`src/rtl/sps_pkg.sv`:
```
`timescale 1ns/1ps
// Shared types for the parallel-load serializer.
// Assumes: one operation is chosen per falling clock edge.
package sps_pkg;
    typedef enum logic [1:0] {
        SPS_HOLD  = 2'd0,
        SPS_LOAD  = 2'd1,
        SPS_SHIFT = 2'd2,
        SPS_CLEAR = 2'd3
    } sps_op_e;
endpackage

```
`src/rtl/sps_op_decode.sv`:
```
`timescale 1ns/1ps
// Turns reset, chip select and mode into one operation code.
// Priority: clear, then hold (chip select high), then load or shift.
// Assumes: inputs are stable around the falling clock edge.
module sps_op_decode
    import sps_pkg::*;
(
    input  logic    rst_n,
    input  logic    cs_n,
    input  logic    mode,
    output sps_op_e op
);
    // Pick the operation in priority order.
    always_comb begin
        if (!rst_n)     op = SPS_CLEAR;
        else if (cs_n)  op = SPS_HOLD;
        else if (mode)  op = SPS_LOAD;
        else            op = SPS_SHIFT;
    end
endmodule

```
`src/rtl/sps_stage.sv`:
```
`timescale 1ns/1ps
// One register stage, updated on the falling clock edge.
// Assumes: op is decoded outside; shift_bit comes from the stage below.
module sps_stage
    import sps_pkg::*;
(
    input  logic    clk,
    input  sps_op_e op,
    input  logic    load_bit,
    input  logic    shift_bit,
    output logic    q
);
    // Apply the selected operation at the falling edge.
    always_ff @(negedge clk) begin
        case (op)
            SPS_CLEAR: q <= 1'b0;
            SPS_LOAD:  q <= load_bit;
            SPS_SHIFT: q <= shift_bit;
            default:   q <= q;
        endcase
    end
endmodule

```
`src/rtl/par_load_serializer.sv`:
```
`timescale 1ns/1ps
// Parallel-load / serial-shift register with active-low chip select.
// Stage 0 is the serial entry point and stage W-1 drives ser_out.
// Assumes: cs_n is raised only while clk is low (checked by the bound checker).
module par_load_serializer
    import sps_pkg::*;
#(
    parameter int W = 16
) (
    input  logic         clk,
    input  logic         rst_n,
    input  logic         cs_n,
    input  logic         mode,
    input  logic         ser_in,
    input  logic [W-1:0] par_in,
    output logic         ser_out,
    output logic [W-1:0] state
);
    localparam int TOP = W - 1;

    sps_op_e     op;
    logic [W-1:0] shift_src;

    sps_op_decode u_dec (
        .rst_n (rst_n),
        .cs_n  (cs_n),
        .mode  (mode),
        .op    (op)
    );

    // Build the shift source: serial input below stage 0, neighbour below otherwise.
    always_comb begin
        shift_src = {state[W-2:0], ser_in};
    end

    for (genvar i = 0; i < W; i++) begin : g_stage
        sps_stage u_stage (
            .clk       (clk),
            .op        (op),
            .load_bit  (par_in[i]),
            .shift_bit (shift_src[i]),
            .q         (state[i])
        );
    end

    // Serial output is the top stage.
    assign ser_out = state[TOP];
endmodule

```
`config.mk`:
```
export PLATFORM = sky130hd
export DESIGN_NAME = par_load_serializer
export DESIGN_NICKNAME = d
export VERILOG_FILES = /design/src/rtl/sps_pkg.sv /design/src/rtl/sps_op_decode.sv /design/src/rtl/sps_stage.sv /design/src/rtl/par_load_serializer.sv
export SDC_FILE = /design/constraint.sdc
export NUM_CORES = 1
export LEC_CHECK = 0
export ABC_AREA = 1
export BUFFER_PORTS_ARGS = -buffer_cell sky130_fd_sc_hd__clkbuf_2
export CORE_ASPECT_RATIO = 1.2
export CORE_MARGIN = 2
export CORE_UTILIZATION = 49
export DETAILED_ROUTE_END_ITERATION = 6
export PLACE_DENSITY = 0.76
export SLEW_MARGIN = 40
export SYNTH_ARGS = -nofsm -noshare
export SYNTH_HDL_FRONTEND = slang
export SYNTH_HIERARCHICAL = 1
export SYNTH_SLANG_ARGS = --single-unit
```
`constraint.sdc`:
```
create_clock -name clk -period 2.2 [get_ports clk]
set_input_delay 0.33 -clock clk [delete_from_list [all_inputs] [get_ports clk]]
set_output_delay 0.33 -clock clk [all_outputs]
set_load 0.01 [all_outputs]
```
==> impl_results.md, run 1 <==
- Status: finished with violations
- Violated checks: setup timing
- Critical path buffers and inverters: 1
- Top-level I/O count: 38
- Yosys warns: 6
- #FFs+latches synth: 16
- Pwr/cell area: 435.4 nW/um^2
- Clk_skew: 17.78 ps
- Vias in the first global route: 1304
- Synth Area in Simple Gates: 0.07663
- Max cap viols: 0
- Fillers: 185
- Compound-Gate Fraction of Synth Area: 0.08715
- Inserted Clock Buffers: 3
- Slew @ Worst Pin: 188.4 ps
- Biggest regs: g_stage.u_stage/q (16)
- CP Cell Sequence: clkbuf_2
- Final worst setup slack: -112.9 ps
- Largest register FFs: 16
- Max-slew violations: 0
- Syn_nets: 266
- Type of origin of the critical path: flip-flop
- Finished Core Util: 0.8121
- Biggest register: g_stage.u_stage/q
- Crit-path max FO: 2
- Drt pass-1 iters: 4
- Worst Setup Path Type: flip-flop to output pin
- Gpl congestion: 0.7377
- GR Overflow Total: 0
- Met3 wire length: 227 um
- Starting Density: 0.5032
- Worst setup EP type: output pin
- GRT Overall Usage: 0.1614
- Worst skew pair latency: 340 ps
- DRC Markers: 0
- Final Routed Wirelength: 3977 um
- Core outline area: 3309 sq um
- Hold Violations, Final: 0
- Relative slew slack: 0.8740
- Unique masters post-synth: 7
- First-pass GRT wire length: 4892 um
- Syn avg cell area: 8.454 sq um
- WHS: 658.4 ps
- Row cnt: 23
- NumNets Final: 344
- DR vias: 1414
- Main combinational cell family by area after synthesis: adder cells
- Die H: 67.86 um
- ANT cells: 0
- Input/output buffers: 37
- Clock Pin Slew Worst Setup and Hold Paths: 50 ps
- WL met1: 1528 um
- Crit-path slowest cell: edfxtp_1
- H-tree depth: 1
- Worst Hold Class: flip-flop to flip-flop
- WP data arrival: 1980 ps
- CP peak stage delay: 400 ps
- DR top layer: met4
- Register area share after synthesis: 0.2885
- Worst VDD drop: 0.3731 mV
- Post-Place Worst Slack: -440.0 ps
- Detail Route Antenna Nets: 0
- CP required: 1870 ps
- Setup-failing EPs final: 36
- CTS sink cnt: 16
- Cell family with most CP delay: flip-flops
- Mapped cell area: 1665 sq um
- DRT iter0 DRCs: 38
- DR WL/cell: 12.79 um
- Dpl hpwl: 1974 um
- Layout overhead on the synthesized area: 61.38%
- Area share of fa/ha/maj cells after synthesis: 0.3606
- Root Buffer: clkbuf_8
- Post-Synthesis Cells: 197
- Die area: 3883 sq um
- RSZ-0062 raised after global routing: yes
- Initial antenna violation count: 0
- Mux cell area share after synthesis: 0
- DIE WIDTH: 57.22 um
- Lkg Pwr: 1.412 nW
- Longest Clk Path Bufs: 2
- Met2 wire len: 2174 um
- Via-to-Cell Ratio: 4.547
- Pin count of the biggest net entering global routing: 29
- CTS tree: done
- Synth Area in XOR/XNOR: 0
- Share of layout cells above drive strength 1: 0.6168
## cell usage in the layout (no fill, tap or decap)
cell type   instances
nand2_4             1
buf_6               6
buf_16              2
inv_4               8
buf_4              24
inv_6               1
clkinvlp_2          1
ha_2               10
ha_1               21
clkbuf_16           2
buf_8               3
inv_2              26
clkbuf_8            3
o21ai_4             1
inv_1              46
ha_4               17
nand2_1            22
nand2_2            11
a21oi_2            16
edfxtp_1           16
buf_12              3
clkbuf_2           32
buf_2               2
## cell type report
cell class | count | area (sq um) | area share
Clock buffer | 3 | 41.29 | 0.01536
Clock inverter | 17 | 65.06 | 0.02421
Inverter | 65 | 269.0 | 0.1001
Multi-Input combinational cell | 99 | 1157 | 0.4306
Sequential cell | 16 | 480.5 | 0.1788
Tap cell | 37 | 46.29 | 0.01723
Timing Repair Buffer | 74 | 628.1 | 0.2337
## final timing paths
path / from / end / slack, ps / depth (start not counted)
setup / recovery: g_stage[10].u_stage/q / state[10] / -110 / 1
hold / removal: g_stage[1].u_stage/q / g_stage[2].u_stage/q / 660 / 2
setup reg to reg: g_stage[11].u_stage/q / g_stage[12].u_stage/q / 1190 / 4
hold reg to reg: g_stage[1].u_stage/q / g_stage[2].u_stage/q / 660 / 2
## power by group
| group | switching [mW] | internal [mW] | leakage, nW |
|---|---|---|---|
| logic | 0.209 | 0.211 | 1.12 |
| registers | 0.0138 | 0.368 | 0.184 |
| clock network | 0.205 | 0.163 | 0.107 |
| total | 0.428 | 0.743 | 1.41 |
## cells by family (layout without fill, tap and decap cells)
kind of cell,Yosys count,count (layout)
AOI/OAI and AO/OA,17,17
DFF,16,16
buffers and inverters,82,159
adders and majority gates,48,48
and+or+nand+nor,34,34
## stage by stage
step                instance area (sq um)  cells  power [mW]  setup TNS (ps)
floorplan                            1679    197      0.6169          -13280
global placement                     2018    282      0.7099          -11210
detailed placement                   2018    282      0.7170          -11880
CTS                                  2233    297       1.047           -2412
global route                         2688    311       1.266           -3813
finish                               2688    311       1.170           -2330
## routing by layer
layer	track usage	up-vias
met3	0.05860	6
met2	0.2888	45
met4	0.09302	0
li1	-	715
met5	0	-
met1	0.1622	648
## cells in the mapped netlist
cell | n | share of area
o21ai_1 | 1 | 0.0030
buf_4 | 1 | 0.0045
nand2_1 | 34 | 0.077
inv_1 | 81 | 0.18
ha_1 | 48 | 0.36
edfxtp_1 | 16 | 0.29
a21oi_2 | 16 | 0.084
## repair_timing
action / 4_1_cts / 5_1_grt
endpoints found under the hold margin: 0 / 0
setup buffers: 9 / 12
gates cloned: 2 / 2
hold buffers: 0 / 0
gates resized for setup: 14 / 95
pin swaps: 0 / 17
setup endpoints to repair: 33 / 48
(Power assumes the default switching activity.)
==> inputs of run 2 (changes only) <==
CAP_MARGIN = 10   (was unset)
CORE_UTILIZATION = 54   (was 49)
PLACE_DENSITY = 0.8   (was 0.76)
clock period = 2.6 ns   (was 2.2 ns; I/O delays follow)
==> impl_results.md, run 2 (synthesis results as in run 1) <==
- Status: finished clean
- Core outline area: 3000 sq um (-9.3%)
- GR Overflow Total: 0 (unchanged)
- Worst skew pair latency: 350 ps (about the same)
- Biggest regs: g_stage.u_stage/q (16)
- Post-Place Worst Slack: -304.5 ps (+135.5 ps)
- DR WL/cell: 9.940 um (-22%)
- Biggest register: g_stage.u_stage/q
- Drt pass-1 iters: 4 (unchanged)
- WP data arrival: 2190 ps (+210 ps)
- Inst Count DP: 275 (-2.5%)
- DRT iter0 DRCs: 18 (-53%)
- Row cnt: 22 (-4.3%)
- GRT Overall Usage: 0.1755 (+0.01407)
- Max cap viols: 0 (unchanged)
- Hold Crit Depth: 2 (unchanged)
- Critical path buffers and inverters: 1 (unchanged)
- Commonest non-fill, non-tap cells in the layout: 81 x inv_1, 48 x ha_1, 37 x clkbuf_2
- Pin count of the biggest net entering global routing: 31 (+6.9%)
- H-tree depth: 1 (unchanged)
- Via-to-Cell Ratio: 4.544 (about the same)
- Root Buffer: clkbuf_4
- Share of layout cells above drive strength 1: 0.2851 (-0.3316)
- Worst r2r path cells: 4 (unchanged)
- Finished Core Util: 0.6939 (-0.1182)
- Fillers: 262 (+42%)
- Worst r2r src: g_stage[7].u_stage/q
- Top-level I/O count: 38 (unchanged)
- Final Routed Wirelength: 2833 um (-29%)
- Hold buffers post-CTS: 0 (unchanged)
- Relative slew slack: 0.9127 (+0.03872)
- Largest register FFs: 16 (unchanged)
- ANT cells: 0 (unchanged)
- Starting Density: 0.5550 (+0.05183)
- Crit-path max FO: 2 (unchanged)
- CTS sink cnt: 16 (unchanged)
- CP Cell Sequence: clkbuf_2
- DIE WIDTH: 54.70 um (-4.4%)
- First-pass GRT wire length: 4685 um (-4.2%)
- CP peak stage delay: 390 ps (about the same)
- Lkg Pwr: 1.296 nW (-8.2%)
- Type of origin of the critical path: flip-flop
- Setup-failing EPs final: 0 (-100%)
- DRC Markers: 0 (unchanged)
- CP required: 2210 ps (+340 ps)
- Final std cells w/o fill: 285 (-8.4%)
- Pwr Total: 0.7688 mW (-34%)
- Layout overhead on the synthesized area: 25.02%
- Die H: 64.84 um (-4.5%)
- CTS tree: done
- Vias in the first global route: 1332 (+2.1%)
- Longest Clk Path Bufs: 2 (unchanged)
- Worst Hold Class: flip-flop to flip-flop
- Dpl cell area: 1984 sq um (-1.7%)
- Clock Pin Slew Worst Setup and Hold Paths: 40 ps (about the same)
- Worst setup EP type: output pin
- Crit-path slowest cell: edfxtp_1
- Reg2reg end: g_stage[8].u_stage/q
- Final worst setup slack: 15.45 ps (+128.3 ps)
- Hold endpoint: g_stage[4].u_stage/q
- Initial antenna violation count: 0 (unchanged)
- NumNets Final: 320 (-7.0%)
- Max-slew violations: 0 (unchanged)
- Worst VDD drop: 0.3177 mV (-15%)
- Final Cell Area: 2082 sq um (-23%)
- Gpl congestion: 0.7205 (-2.3%)
- Pwr/cell area: 369.3 nW/um^2 (-15%)
- Inserted Clock Buffers: 3 (unchanged)
- Multi-input gate area: 892.1 sq um (-23%)
- Input/output buffers: 37 (unchanged)
- Detail Route Antenna Nets: 0 (unchanged)
- Dpl hpwl: 2091 um (+5.9%)
- Hold path start: g_stage[3].u_stage/q
- Reg2reg setup slack: 1570 ps (+380 ps)
- Die area: 3546 sq um (-8.7%)
- Setup TNS: 0 ps (+2330 ps)
- DR vias: 1295 (-8.4%)
- Hold Violations, Final: 0 (unchanged)
- Worst Setup Path Type: flip-flop to output pin
- WHS: 631.2 ps (-27.19 ps)
- Clk_skew: 12.31 ps (-5.470 ps)
- RSZ-0062 raised after global routing: yes
- Cell family with most CP delay: flip-flops
- Commonest non-fill, non-tap cell in the layout: inv_1
- Slew @ Worst Pin: 130.5 ps (-57.86 ps)
- Register area: 480.5 sq um (unchanged)
[run 2: how the worst max path moves through the flow]
stage / depth (start not counted) / end / slack [ps] / from
after floorplan: 5 / g_stage[0].u_stage/q / -320 / cs_n
after global placement: 9 / g_stage[7].u_stage/q / -270 / cs_n
after detailed placement: 9 / g_stage[8].u_stage/q / -300 / cs_n
after CTS: 1 / state[9] / -10 / g_stage[9].u_stage/q
after global routing: 1 / state[6] / -50 / g_stage[6].u_stage/q
final: 1 / state[1] / 20 / g_stage[1].u_stage/q
[run 2: layout make-up]
type / count / area share
Tap cell: 36 / 0.02163
Clock inverter: 16 / 0.02885
Inverter: 65 / 0.1172
Timing Repair Buffer: 50 / 0.1623
Clock buffer: 3 / 0.01082
Sequential cell: 16 / 0.2308
Multi-Input combinational cell: 99 / 0.4285
[run 2: what timing repair did]
action	CTS	global route
setup endpoints to repair	4	19
gates cloned	0	1
resized for setup	0	1
pin swaps	0	0
buffers inserted	2	4
[run 2: metal layers]
metal / global-route usage / part of all wire / vias to the layer above
met5: 0 / 0 / -
met4: 0.09375 / 0.0074 / 0
met3: 0.05991 / 0.064 / 2
met2: 0.3259 / 0.54 / 34
met1: 0.1533 / 0.39 / 592
li1: - / - / 667
[run 2: power by group]
group | leakage, nW | switching, mW | total [mW] | internal [mW]
logic | 1.01 | 0.121 | 0.218 | 0.0970
clock network | 0.0990 | 0.143 | 0.228 | 0.0855
registers | 0.184 | 0.0114 | 0.323 | 0.311
